===== src/rtl/pwm_pkg.sv =====
package pwm_pkg;

    typedef enum logic [1:0] {
        CH_OFF  = 2'b00,
        CH_PAIR = 2'b01,
        CH_MAIN = 2'b10,
        CH_ALT  = 2'b11
    } ch_mode_e;

    typedef struct packed {
        logic main;
        logic alt;
        logic main_oe;
        logic alt_oe;
    } pin_drive_t;

    // Map the two waveform levels onto the pins the mode connects.
    function automatic pin_drive_t route_pins(ch_mode_e m, logic lv_main, logic lv_alt);
        pin_drive_t d;
        d = '0;
        case (m)
            CH_PAIR: begin
                d.main    = lv_main;
                d.alt     = lv_alt;
                d.main_oe = 1'b1;
                d.alt_oe  = 1'b1;
            end
            CH_MAIN: begin
                d.main    = lv_main;
                d.main_oe = 1'b1;
            end
            CH_ALT: begin
                d.alt     = lv_alt;
                d.alt_oe  = 1'b1;
            end
            default: d = '0;
        endcase
        return d;
    endfunction

endpackage


===== src/rtl/pwm_tick_counter.sv =====
module pwm_tick_counter #(
    parameter int W = 8
) (
    input  logic         clk,
    input  logic         rst,
    input  logic         tick_en,
    input  logic [W-1:0] top,
    output logic [W-1:0] cnt,
    output logic [W-1:0] cnt_nxt,
    output logic         at_top
);

    logic [W-1:0] cnt_q;

    assign at_top  = (cnt_q == top);
    assign cnt_nxt = at_top ? '0 : cnt_q + W'(1);
    assign cnt     = cnt_q;

    always_ff @(posedge clk) begin
        if (rst) begin
            cnt_q <= '0;
        end else if (tick_en) begin
            cnt_q <= cnt_nxt;
        end
    end

    assert_wrap_at_top_R1: assert property (@(posedge clk) disable iff (rst)
        (tick_en && at_top) |=> (cnt_q == '0));

    assert_hold_without_tick_R1: assert property (@(posedge clk) disable iff (rst)
        !tick_en |=> $stable(cnt_q));

    assert_step_by_one_R1: assert property (@(posedge clk) disable iff (rst)
        (tick_en && !at_top) |=> (cnt_q == $past(cnt_q) + W'(1)));

endmodule


===== src/rtl/pwm_channel.sv =====
module pwm_channel
    import pwm_pkg::*;
#(
    parameter int W = 8
) (
    input  logic         clk,
    input  logic         rst,
    input  logic         tick_en,
    input  logic         wr_en,
    input  logic [W-1:0] wr_data,
    input  logic [W-1:0] cnt,
    input  logic [W-1:0] cnt_nxt,
    input  logic         at_top,
    input  logic [W-1:0] top,
    input  ch_mode_e     mode,
    output logic [W-1:0] hold_o,
    output pin_drive_t   drive_o
);

    logic [W-1:0] hold_q;
    logic [W-1:0] act_q;
    logic [W-1:0] act_nxt;
    logic         commit;
    logic         main_q;
    logic         alt_q;
    logic         sta_lo;
    logic         sta_hi;
    logic         lv_main;
    logic         lv_alt;

    assign commit  = tick_en && at_top;
    assign act_nxt = commit ? hold_q : act_q;

    always_ff @(posedge clk) begin
        if (rst) begin
            hold_q <= '0;
        end else if (wr_en) begin
            hold_q <= wr_data;
        end
    end

    always_ff @(posedge clk) begin
        if (rst) begin
            act_q  <= '0;
            main_q <= 1'b0;
            alt_q  <= 1'b0;
        end else if (tick_en) begin
            act_q <= act_nxt;
            if (cnt_nxt == act_nxt) begin
                main_q <= 1'b0;
            end else if (cnt_nxt == W'(1)) begin
                main_q <= 1'b1;
            end
            if (cnt_nxt == '0) begin
                alt_q <= 1'b0;
            end else if (cnt == act_q) begin
                alt_q <= 1'b1;
            end
        end
    end

    assign sta_lo  = (act_q == '0);
    assign sta_hi  = !sta_lo && (act_q == top);
    assign lv_main = sta_lo ? 1'b0 : (sta_hi ? 1'b1 : main_q);
    assign lv_alt  = sta_lo ? 1'b1 : (sta_hi ? 1'b0 : alt_q);

    assign drive_o = route_pins(mode, lv_main, lv_alt);
    assign hold_o  = hold_q;

    assert_commit_at_top_R2: assert property (@(posedge clk) disable iff (rst)
        commit |=> (act_q == $past(hold_q)));

    assert_active_stable_R2: assert property (@(posedge clk) disable iff (rst)
        !commit |=> $stable(act_q));

    assert_no_overlap_R4: assert property (@(posedge clk) disable iff (rst)
        (!sta_lo && !sta_hi) |-> !(main_q && alt_q));

    assert_alt_after_match_R4: assert property (@(posedge clk) disable iff (rst)
        $rose(alt_q) |-> ($past(cnt) == $past(act_q)));

endmodule


===== src/rtl/pwm_dual_buffered.sv =====
module pwm_dual_buffered
    import pwm_pkg::*;
#(
    parameter int W   = 8,
    parameter int NCH = 2,
    localparam int AW = $clog2(NCH + 2),
    localparam int MW = 2 * NCH
) (
    input  logic           clk,
    input  logic           rst,
    input  logic           tick_en,
    input  logic           reg_wr,
    input  logic [AW-1:0]  reg_addr,
    input  logic [W-1:0]   reg_wdata,
    output logic [W-1:0]   reg_rdata,
    output logic [W-1:0]   count_o,
    output logic [NCH-1:0] pwm_main,
    output logic [NCH-1:0] pwm_alt,
    output logic [NCH-1:0] oe_main,
    output logic [NCH-1:0] oe_alt
);

    localparam logic [AW-1:0] ADDR_TOP  = AW'(NCH);
    localparam logic [AW-1:0] ADDR_CTRL = AW'(NCH + 1);

    logic [W-1:0]  top_q;
    logic [MW-1:0] mode_q;
    logic [W-1:0]  cnt;
    logic [W-1:0]  cnt_nxt;
    logic          at_top;
    logic [W-1:0]  hold_v [NCH];
    pin_drive_t    drv    [NCH];

    always_ff @(posedge clk) begin
        if (rst) begin
            top_q  <= '1;
            mode_q <= '0;
        end else if (reg_wr) begin
            if (reg_addr == ADDR_TOP)  top_q  <= reg_wdata;
            if (reg_addr == ADDR_CTRL) mode_q <= reg_wdata[MW-1:0];
        end
    end

    pwm_tick_counter #(.W(W)) u_counter (
        .clk     (clk),
        .rst     (rst),
        .tick_en (tick_en),
        .top     (top_q),
        .cnt     (cnt),
        .cnt_nxt (cnt_nxt),
        .at_top  (at_top)
    );

    for (genvar g = 0; g < NCH; g++) begin : g_ch
        pwm_channel #(.W(W)) u_ch (
            .clk     (clk),
            .rst     (rst),
            .tick_en (tick_en),
            .wr_en   (reg_wr && (reg_addr == AW'(g))),
            .wr_data (reg_wdata),
            .cnt     (cnt),
            .cnt_nxt (cnt_nxt),
            .at_top  (at_top),
            .top     (top_q),
            .mode    (ch_mode_e'(mode_q[2*g +: 2])),
            .hold_o  (hold_v[g]),
            .drive_o (drv[g])
        );

        assign pwm_main[g] = drv[g].main;
        assign pwm_alt[g]  = drv[g].alt;
        assign oe_main[g]  = drv[g].main_oe;
        assign oe_alt[g]   = drv[g].alt_oe;

        assert_off_main_low_R7: assert property (@(posedge clk) disable iff (rst)
            !oe_main[g] |-> !pwm_main[g]);

        assert_off_alt_low_R7: assert property (@(posedge clk) disable iff (rst)
            !oe_alt[g] |-> !pwm_alt[g]);
    end

    always_comb begin
        reg_rdata = '0;
        for (int i = 0; i < NCH; i++) begin
            if (reg_addr == AW'(i)) reg_rdata = hold_v[i];
        end
        if (reg_addr == ADDR_TOP)  reg_rdata = top_q;
        if (reg_addr == ADDR_CTRL) reg_rdata = W'(mode_q);
    end

    assign count_o = cnt;

endmodule


===== config.mk =====
export PLATFORM = sky130hd
export DESIGN_NAME = pwm_dual_buffered
export DESIGN_NICKNAME = d
export VERILOG_FILES = /design/src/rtl/pwm_pkg.sv /design/src/rtl/pwm_tick_counter.sv /design/src/rtl/pwm_channel.sv /design/src/rtl/pwm_dual_buffered.sv
export SDC_FILE = /design/constraint.sdc
export NUM_CORES = 1
export LEC_CHECK = 0
export BUFFER_PORTS_ARGS = -buffer_cell sky130_fd_sc_hd__buf_4
export CAP_MARGIN = 5
export CORE_ASPECT_RATIO = 0.6
export CORE_MARGIN = 2
export CORE_UTILIZATION = 50
export CTS_CLUSTER_DIAMETER = 100
export DETAILED_ROUTE_END_ITERATION = 6
export PLACE_DENSITY = 0.78
export RECOVER_POWER = 100
export SYNTH_ARGS = -nofsm -noshare
export SYNTH_HDL_FRONTEND = slang
export SYNTH_SLANG_ARGS = --single-unit

===== constraint.sdc =====
create_clock -name clk -period 2.5 [get_ports clk]
set_clock_uncertainty 0.05 [all_clocks]
set_input_delay 0.125 -clock clk [delete_from_list [all_inputs] [get_ports clk]]
set_output_delay 0.125 -clock clk [all_outputs]
set_load 0.05 [all_outputs]

==> out/results.ini, run 1 <==
[clocking]
cts_sinks = 56
clock_tree.buffer_depth = 2
cts_tree = done
post_cts_resized = 0
clkLatencyLatePin_ps = 290
cts.reportedPaths.clkPinSlew_ps = 70
htree_num_levels = 2
post-cts-setup-buffers = 0
ctsHoldBuffers = 0
ctsRootBufferMaster = sky130_fd_sc_hd__clkbuf_16
cts_inserted_buffers = 5

[die]
fp-row-count = 23
die_height_um = 68.7
core_region_area_um2 = 6710
initial_utilization_pct = 52.0
dieWidth_um = 112
die_area_um2 = 7690
ios = 38

[yosys]
synth_area_per_cell_um2 = 8.19
yosys.cell_types.count = 50
synth-main-ff-cell = sky130_fd_sc_hd__dfxtp_1
yosys_register_bits = 56
yosys_warning_count = 0
synth_async_sr_flop_share_pct = 0
synth.top_cell.area_share_pct = 32.1
yosysTopAreaCell = sky130_fd_sc_hd__dfxtp_1
post_synth_inst_count = 426
synth_net_count = 445
netlist_top_cells_area = sky130_fd_sc_hd__dfxtp_1, sky130_fd_sc_hd__xnor2_1, sky130_fd_sc_hd__mux2i_1
mappedNetlistArea_um2 = 3490
yosysMostFrequentCell = sky130_fd_sc_hd__nand2_1
top_post_synthesis_cells_by_count = sky130_fd_sc_hd__nand2_1, sky130_fd_sc_hd__dfxtp_1, sky130_fd_sc_hd__nor2_1
synth_edf_count = 0
synth-seq-area-share_pct = 32.1

[setup_path]
cp.required_ps = 2330
timing.critical_path.to = pwm_alt[0]
critPathArrivalTime_ps = 2140
r2r_cells = 7
startpoint = g_ch[0].u_ch.act_q[3]
critPathMostFrequentCell = sky130_fd_sc_hd__nor3_1
setup_crit_start_kind = flop
ff2ff_setup_slack_ps = 190
cp_slowest_stage_delay_ps = 550
worstReg2RegEnd = g_ch[1].u_ch.main_q
timing_worst_setup_path_type = reg2out
timing.critical_path.cells = or4_1 > nor4_1 > nor3_1 > a21oi_1 > nor3_1 > nor2_1 > clkbuf_2
setup.worst_path.end_class = output port
crit_slowest_cell = sky130_fd_sc_hd__or4_1
crit_path_max_fanout = 4
timing.rr.start = u_counter.cnt[3]

[timing]
tns_ps = 0
tightestPinTransition_ps = 830
timing.final.crit_share_pct = 92.6
final-setup-viol-count = 0
hold_viol = 0
setup_repair_after_global_routing_missed_its_margin = false
final_hold_slack_ps = 21.8
worst_slew_margin_relative_to_its_limit_pct = 44.7
max_clock_freq_mhz = 432
fin_max_slew_vios = 0
post-route-min-period_ps = 2320

[route]
wire_per_inst_um = 18.2
routedLengthMet1_um = 4820
met2WireLength_um = 3840
highest_signal_layer = met4
drc_violations_left = 0
drt_first_iter_violations = 379
avgViaCountPerCell = 5.96
number_of_nets_still_failing_antenna_checks_after_routing = 0
num_vias = 3194
drt-total-wl_um = 9730
routed-wl-met3_um = 966
dr.pass1.iters = 5

[global_route]
grt_first_pass_wirelength_um = 15400
grt_antenna_before_repair = 0
globalRouteTotalUtil_pct = 26.2
grt_overflow = 0
pin_count_of_the_biggest_net_entering_global_routing = 57
first_global_vias = 2829

[placement]
buffer_ports.inserted = 37
finalWeightedCongestion = 0.978
detailedPlacementHpwl_um = 7200

[run_status]
outcome = complete, no violations

[run]
maxCapViolCount = 0

[pwr]
cellLeakagePower_nw = 1.54
worst_ir_drop_vdd_v = 0.000339
total_power_w = 0.00204
power-per-cell-area_nw_per_um2 = 527

[final_layout]
area_used_by_sequential_logic_in_the_layout_um2 = 1120
proportion_of_layout_cells_with_a_drive_suffix_above_1_pct = 13.4
multiInputGateArea_um2 = 2110
antenna_cells_inserted = 0
areaGrowthSynthToFinish_pct = 10.9
fill_cells = 624
nets = 469

[hold_path]
hold_class = in2reg

-- cell usage in the layout, fill, tap and decap left out, types with 7 or more instances in the layout --
cell                       instances
sky130_fd_sc_hd__nand2_1          58
sky130_fd_sc_hd__dfxtp_1          56
sky130_fd_sc_hd__nor2_1           44
sky130_fd_sc_hd__xnor2_1          35
sky130_fd_sc_hd__a21oi_1          34
sky130_fd_sc_hd__buf_4            31
sky130_fd_sc_hd__mux2i_1          25
sky130_fd_sc_hd__clkbuf_1         22
sky130_fd_sc_hd__nor3_1           18
sky130_fd_sc_hd__o21ai_0          15
sky130_fd_sc_hd__xor2_1           13
sky130_fd_sc_hd__nand3b_1          9
sky130_fd_sc_hd__inv_1             8
sky130_fd_sc_hd__a31oi_1           8
sky130_fd_sc_hd__nand3_1           7
-- flip-flops by register name, indices dropped and copies added (netlist names) --
name / flops
g_ch.u_ch.main_q: 2
u_counter.cnt: 8
g_ch.u_ch.alt_q: 2
g_ch.u_ch.hold_o: 16
mode_q: 4
g_ch.u_ch.act_q: 16
top_q: 8
-- logic make-up (layout without fill, tap and decap cells) --
family          count (synthesis)  after routing  synth area share [%]
simple gates                  166            166                  23.2
compound gates                 69             69                  11.8
flops                          56             56                  32.1
xor+xnor                       52             52                  14.2
buf+inv                        49             72                  7.10
mux                            29             29                  9.75
fa+ha+maj                       5              5                  1.79
-- per-layer routing --
| layer | vias up | global-route usage [%] |
|---|---|---|
| met5 | - | 0 |
| met4 | 0 | 4.78 |
| met3 | 17 | 6.12 |
| met2 | 177 | 38.1 |
| met1 | 1503 | 39.6 |
| li1 | 1497 | - |
-- layout make-up --
cell class | instances | area share [%]
Sequential cell | 56 | 29.0
Clock inverter | 1 | 0.776
Inverter | 9 | 0.873
Tap cell | 87 | 2.81
Multi-Input combinational cell | 321 | 54.7
Clock buffer | 5 | 3.23
Timing Repair Buffer | 57 | 8.67
-- worst max-delay path, delay by kind of cell, from the launching register on --
family                 cells  cell delay [ps]
AND/OR/NAND/NOR            5             1070
flip-flops                 1              370
buffers and inverters      1              280
AO/OA/AOI/OAI              1              120
-- worst min path at each step --
stage                     cells past startpoint          from  slack, ps  endpoint
after floorplan                               2  reg_wdata[1]        200  top_q[1]
after detailed placement                      3  reg_wdata[6]        320  top_q[6]
after CTS                                     3  reg_wdata[6]         20  top_q[6]
after global routing                          3  reg_wdata[6]         30  top_q[6]
after global placement                        3  reg_wdata[6]        310  top_q[6]
final                                         3  reg_wdata[6]         20  top_q[6]
-- metrics by stage --
step | area, µm² | utilization (%) | instances | setup slack (ps)
finish | 3870 | 57.7 | 536 | 185
global route | 3870 | 57.7 | 536 | 50.3
CTS | 3970 | 59.2 | 536 | 237
detailed placement | 3810 | 56.9 | 530 | 297
global placement | 3810 | 56.9 | 530 | 346
floorplan | 3490 | - | 426 | 68.4
-- power breakdown --
| part | leakage, nW | internal (W) | switching [W] | total [W] |
|---|---|---|---|---|
| Clock | 0.0757 | 0.000462 | 0.000316 | 0.000779 |
| Combinational | 1.01 | 0.000112 | 0.000197 | 0.000308 |
| Sequential | 0.455 | 0.000919 | 0.0000324 | 0.000951 |
No activity file was read; power rests on OpenSTA's default activity.
==> run 2, diff against run 1 <==
--- a/config.mk
+++ b/config.mk
@@ -12,8 +12,9 @@
 export CORE_UTILIZATION = 50
 export CTS_CLUSTER_DIAMETER = 100
 export DETAILED_ROUTE_END_ITERATION = 6
-export PLACE_DENSITY = 0.78
+export PLACE_DENSITY = 0.77
 export RECOVER_POWER = 100
 export SYNTH_ARGS = -nofsm -noshare
 export SYNTH_HDL_FRONTEND = slang
+export SYNTH_HIERARCHICAL = 1
 export SYNTH_SLANG_ARGS = --single-unit
==> run 2 against run 1 <==
Global-route usage rose by 1.4 points. The run now ends with setup timing left. Sequential cell count is the same. Synthesized area rose by 4.3%. Final area is 11% higher.
==> out/results.ini, run 2 <==
[run_status]
violations = setup timing
outcome = finished, violations left

[clocking]
clock_tree.buffer_depth = 2
ctsHoldBuffers = 0
cts_tree = done
htree_num_levels = 2
cts.reportedPaths.clkPinSlew_ps = 70
cts_inserted_buffers = 5
clkLatencyLatePin_ps = 300
ctsRootBufferMaster = sky130_fd_sc_hd__clkbuf_16
cts_sinks = 56

[timing]
post-route-min-period_ps = 2520
final_hold_slack_ps = 35.4
final-setup-viol-count = 1
tns_ps = -18.0
timing.final.crit_share_pct = 101
setup_repair_after_global_routing_missed_its_margin = true
tightestPinTransition_ps = 731
hold_viol = 0
max_clock_freq_mhz = 397
layout_setup_ws_ps = -18.0
worst_slew_margin_relative_to_its_limit_pct = 51.3
fin_max_slew_vios = 0

[pwr]
cellLeakagePower_nw = 1.63
total_power_w = 0.00211
power-per-cell-area_nw_per_um2 = 491
worst_ir_drop_vdd_v = 0.000259

[die]
fp-row-count = 24
ios = 38
core_region_area_um2 = 7150
dieWidth_um = 114
die_area_um2 = 8000
die_height_um = 70.1
initial_utilization_pct = 50.9

[placement]
place.detailed.instances = 535
buffer_ports.inserted = 37
finalWeightedCongestion = 0.951
detailedPlacementHpwl_um = 7950
placed_cell_area_um2 = 4080

[yosys]
synth_area_per_cell_um2 = 8.90
synth.top_cell.area_share_pct = 30.8
yosys_register_bits = 56
synth-main-ff-cell = sky130_fd_sc_hd__dfxtp_1
netlist_top_cells_area = sky130_fd_sc_hd__dfxtp_1, sky130_fd_sc_hd__mux2i_1, sky130_fd_sc_hd__xnor2_1
synth-seq-area-share_pct = 30.8
top_post_synthesis_cells_by_count = sky130_fd_sc_hd__dfxtp_1, sky130_fd_sc_hd__nor2_1, sky130_fd_sc_hd__xnor2_1
synth_async_sr_flop_share_pct = 0
synth_edf_count = 0
mappedNetlistArea_um2 = 3640
synth_net_count = 428
yosysTopAreaCell = sky130_fd_sc_hd__dfxtp_1
yosysMostFrequentCell = sky130_fd_sc_hd__dfxtp_1
yosys.cell_types.count = 55
post_synth_inst_count = 409
yosys_warning_count = 6

[global_route]
grt_util_met3_pct = 7.55
pin_count_of_the_biggest_net_entering_global_routing = 70
grt_antenna_before_repair = 0
grt_first_pass_wirelength_um = 17000
globalRouteTotalUtil_pct = 27.6
met1_usage_pct = 43.5
top_usage_layer = met1
first_global_vias = 3021
global_route.usage.met2_pct = 37.0
grt_overflow = 0

[final_layout]
nets = 474
final-instance-count-excl-fill = 547
antenna_cells_inserted = 0
area_used_by_sequential_logic_in_the_layout_um2 = 1140
areaGrowthSynthToFinish_pct = 18.1
proportion_of_layout_cells_with_a_drive_suffix_above_1_pct = 22.4
multiInputGateArea_um2 = 2380
fill_cells = 650
layout_commonest_cell = sky130_fd_sc_hd__buf_4
finalInstanceArea_um2 = 4300
mostFrequentLayoutCells = sky130_fd_sc_hd__buf_4, sky130_fd_sc_hd__dfxtp_1, sky130_fd_sc_hd__xnor2_1

[hold_path]
hold_class = in2reg

[setup_path]
timing_worst_setup_path_type = reg2reg
setup_crit_start_kind = flop
critPathArrivalTime_ps = 2680
setup.worst_path.end_class = flop
crit_path_max_fanout = 6
cp.required_ps = 2660

[route]
drc_violations_left = 0
dr.pass1.iters = 6
avgViaCountPerCell = 6.12
drt_first_iter_violations = 514
num_vias = 3349
number_of_nets_still_failing_antenna_checks_after_routing = 0
drt-total-wl_um = 10900
wire_per_inst_um = 20.0

[run]
maxCapViolCount = 0

-- run 2: cell types whose count changed after synthesis, sizes merged, moves of 10 or more --
cell	delta
a21oi	-14
clkbuf	-10
mux2i	+14
nand2	-20
nor3	-18
o21ai	-12
-- run 2: logic make-up after synthesis --
| kind of cell | synth area share [%] |
|---|---|
| buf+inv | 5.16 |
| mux | 13.3 |
| simple gates | 19.9 |
| flops | 30.8 |
| xor+xnor | 15.4 |
| fa+ha+maj | 1.72 |
| compound gates | 13.7 |
-- run 2: timing repair --
action                     CTS  global route
setup endpoints to repair    0             2
resized for setup            0            13
setup buffers                0             3
-- run 2: worst max-delay path: stages (launching register included) --
cell and delay, ps:
sky130_fd_sc_hd__dfxtp_2 340, sky130_fd_sc_hd__xnor2_2 260, sky130_fd_sc_hd__nand4_1 270, sky130_fd_sc_hd__buf_4 230, sky130_fd_sc_hd__nor2_4 190, sky130_fd_sc_hd__nor2_1 190, sky130_fd_sc_hd__nor4_1 490, sky130_fd_sc_hd__a31oi_1 150
sky130_fd_sc_hd__a311oi_1 260
-- run 2: worst paths after layout --
| path | slack [ps] | cells past startpoint | from | endpoint |
|---|---|---|---|---|
| worst min-delay path | 40 | 3 | reg_wdata[7] | g_ch[0].u_ch/hold_o[7] |
| worst max-delay path | -20 | 8 | u_counter/cnt[7] | g_ch[0].u_ch/main_q |
| worst min register to register | 470 | 2 | mode_q[2] | mode_q[2] |
| worst max register to register | -20 | 8 | u_counter/cnt[7] | g_ch[0].u_ch/main_q |
-- run 2: routing by layer --
metal / vias up / routed length [µm]
met2: 188 / 4620
met3: 15 / 1140
met1: 1609 / 5020
met4: 0 / 140
met5: - / 0
li1: 1537 / -
-- run 2: per-stage QoR --
stage               util, %  worst slack, ps
global placement       57.1              108
global route           60.1            -25.7
finish                 60.1            -18.0
CTS                    59.6             26.2
floorplan                 -             50.8
detailed placement     57.1             29.5
-- run 2: layout make-up --
class                           count  share of cell area (%)
Clock buffer                        8                    4.14
Inverter                           17                    1.49
Timing Repair Buffer               60                    9.70
Multi-Input combinational cell    315                    55.4
Sequential cell                    56                    26.6
Tap cell                           91                    2.65
-- run 2: where the power goes --
part	total (W)	switching (W)	internal, W
Sequential	0.000949	0.0000360	0.000913
Combinational	0.000346	0.000209	0.000136
Clock	0.000816	0.000328	0.000488
Total	0.00211	0.000573	0.00154
==> run 3, diff against run 2 <==
--- a/config.mk
+++ b/config.mk
@@ -12,6 +12,8 @@
 export CORE_UTILIZATION = 50
 export CTS_CLUSTER_DIAMETER = 100
 export DETAILED_ROUTE_END_ITERATION = 6
+export GPL_ROUTABILITY_DRIVEN = 0
+export MAX_ROUTING_LAYER = met4
 export PLACE_DENSITY = 0.77
 export RECOVER_POWER = 100
 export SYNTH_ARGS = -nofsm -noshare
==> run 3 against run 2 <==
The run now ends clean. Die area is the same. Final area down 2.2%. Routed wire length rose by 0.59%. Utilization down 1.3 points. Count of clock-buffer cells in the layout is 3 lower. Power is 3.1% lower. Non-clock buffer count did not move. Global-route usage up 0.44 points. Critical endpoint is now g_ch[1].u_ch/main_q. Largest cell class unchanged.
==> out/results.ini, run 3 (synthesis gave the netlist of run 2 again) <==
[timing]
hold_viol = 0
fin_max_slew_vios = 0
worst_slew_margin_relative_to_its_limit_pct = 48.5
max_clock_freq_mhz = 407
setup_repair_after_global_routing_missed_its_margin = false
final-setup-viol-count = 0
post-route-min-period_ps = 2460
timing.final.crit_share_pct = 98.2
tns_ps = 0
tightestPinTransition_ps = 773

[clocking]
cts_inserted_buffers = 5
cts.reportedPaths.clkPinSlew_ps = 80
clock_tree.buffer_depth = 2
ctsHoldBuffers = 0
cts_tree = done
clkLatencyLatePin_ps = 300
htree_num_levels = 2
cts_sinks = 56
ctsRootBufferMaster = sky130_fd_sc_hd__clkbuf_16

[die]
core_region_area_um2 = 7150
die_height_um = 70.1
die_area_um2 = 8000
initial_utilization_pct = 50.9
dieWidth_um = 114
fp-row-count = 24
ios = 38

[pwr]
worst_ir_drop_vdd_v = 0.000391
total_power_w = 0.00204
power_switching_w = 0.000619
pwr-share-clk_pct = 37.0
cellLeakagePower_nw = 1.55
switching_share_pct = 30.3
share_seq_of_total_power_pct = 46.4
power-per-cell-area_nw_per_um2 = 487
comb_power_share_pct = 16.6
p_int_w = 0.00143

[global_route]
grt_overflow = 0
globalRouteTotalUtil_pct = 28.0
first_global_vias = 3031
pin_count_of_the_biggest_net_entering_global_routing = 70
grt_first_pass_wirelength_um = 16700
grt_antenna_before_repair = 0

[setup_path]
cp.required_ps = 2600
setup_crit_start_kind = flop
critPathArrivalTime_ps = 2560
setup.worst_path.end_class = flop
crit_path_max_fanout = 7
timing_worst_setup_path_type = reg2reg

[route]
routedLengthMet1_um = 4970
drt_first_iter_violations = 410
highest_signal_layer = met4
wire_per_inst_um = 20.1
drt-total-wl_um = 11000
routed-wl-met3_um = 1170
dr.pass1.iters = 5
number_of_nets_still_failing_antenna_checks_after_routing = 0
drc_violations_left = 0
num_vias = 3359
met2WireLength_um = 4570
avgViaCountPerCell = 6.14

[final_layout]
layout_commonest_cell = sky130_fd_sc_hd__dfxtp_1
nets = 474
mostFrequentLayoutCells = sky130_fd_sc_hd__dfxtp_1, sky130_fd_sc_hd__nor2_1, sky130_fd_sc_hd__xnor2_1
antenna_cells_inserted = 0
fill_cells = 636
areaGrowthSynthToFinish_pct = 15.5
final-instance-count-excl-fill = 547
proportion_of_layout_cells_with_a_drive_suffix_above_1_pct = 18.6

[run_status]
outcome = complete, no violations

[placement]
place.detailed.instances = 536
buffer_ports.inserted = 37
detailedPlacementHpwl_um = 7930

[hold_path]
hold_class = in2reg

[run]
maxCapViolCount = 0

run 3: critical path: stages, from the launching register on:
cell and delay [ps]:
sky130_fd_sc_hd__dfxtp_1 340, sky130_fd_sc_hd__xnor2_1 280, sky130_fd_sc_hd__nand4_1 170, sky130_fd_sc_hd__buf_4 200, sky130_fd_sc_hd__nor2_4 180, sky130_fd_sc_hd__buf_4 190, sky130_fd_sc_hd__and2_1 190, sky130_fd_sc_hd__mux2i_2 110
sky130_fd_sc_hd__a2111oi_2 440, sky130_fd_sc_hd__a311oi_1 150
run 3: what timing repair did:
action | 4_1_cts | 5_1_grt
endpoints found under the setup margin | 1 | 2
hold endpoints to repair | 0 | 0
pin swaps | 0 | 2
gates resized for setup | 1 | 16
gates cloned | 0 | 1
setup buffers | 0 | 2
run 3: final timing paths:
path	from	to	slack, ps	cells after the start
setup reg to reg	top_q[7]	g_ch[1].u_ch/main_q	40	9
setup / recovery	top_q[7]	g_ch[1].u_ch/main_q	40	9
hold reg to reg	u_counter/cnt[1]	u_counter/cnt[1]	470	2
hold / removal	reg_wdata[6]	g_ch[0].u_ch/hold_o[6]	30	3
run 3: metrics by stage:
| step | setup WS (ps) | cell area [µm²] | utilization (%) | hold WS (ps) |
|---|---|---|---|---|
| floorplan | 50.8 | 3660 | - | 132 |
| global placement | 135 | 4090 | 57.2 | 332 |
| detailed placement | 4.53 | 4090 | 57.2 | 345 |
| CTS | 22.8 | 4240 | 59.3 | 22.2 |
| global route | 9.27 | 4200 | 58.8 | 31.8 |
| finish | 44.3 | 4200 | 58.8 | 26.8 |
run 3: routing by layer:
metal | GRT usage, % | up-vias
li1 | - | 1535
met2 | 37.4 | 181
met3 | 7.38 | 31
met1 | 41.1 | 1612
met4 | 8.13 | 0
met5 | - | -
run 3: power groups by stage:
stage	clock network, W	registers (W)	logic, W
after floorplan	0	0.000968	0.000223
after global placement	0	0.000966	0.000334
after detailed placement	0	0.000967	0.000341
after CTS	0.000762	0.000947	0.000344
after global routing	0.000804	0.000950	0.000358
final	0.000757	0.000949	0.000338
run 3: cell type report:
cell class | instances | area, µm² | share of cell area, %
sequential | 56 | 1140 | 27.2
multi-input combinational | 315 | 2380 | 56.5
timing repair buffer | 60 | 352 | 8.37
clock buffer | 5 | 125 | 2.98
clock inverter | 3 | 28.8 | 0.685
tap | 91 | 114 | 2.71
inverter | 17 | 63.8 | 1.52
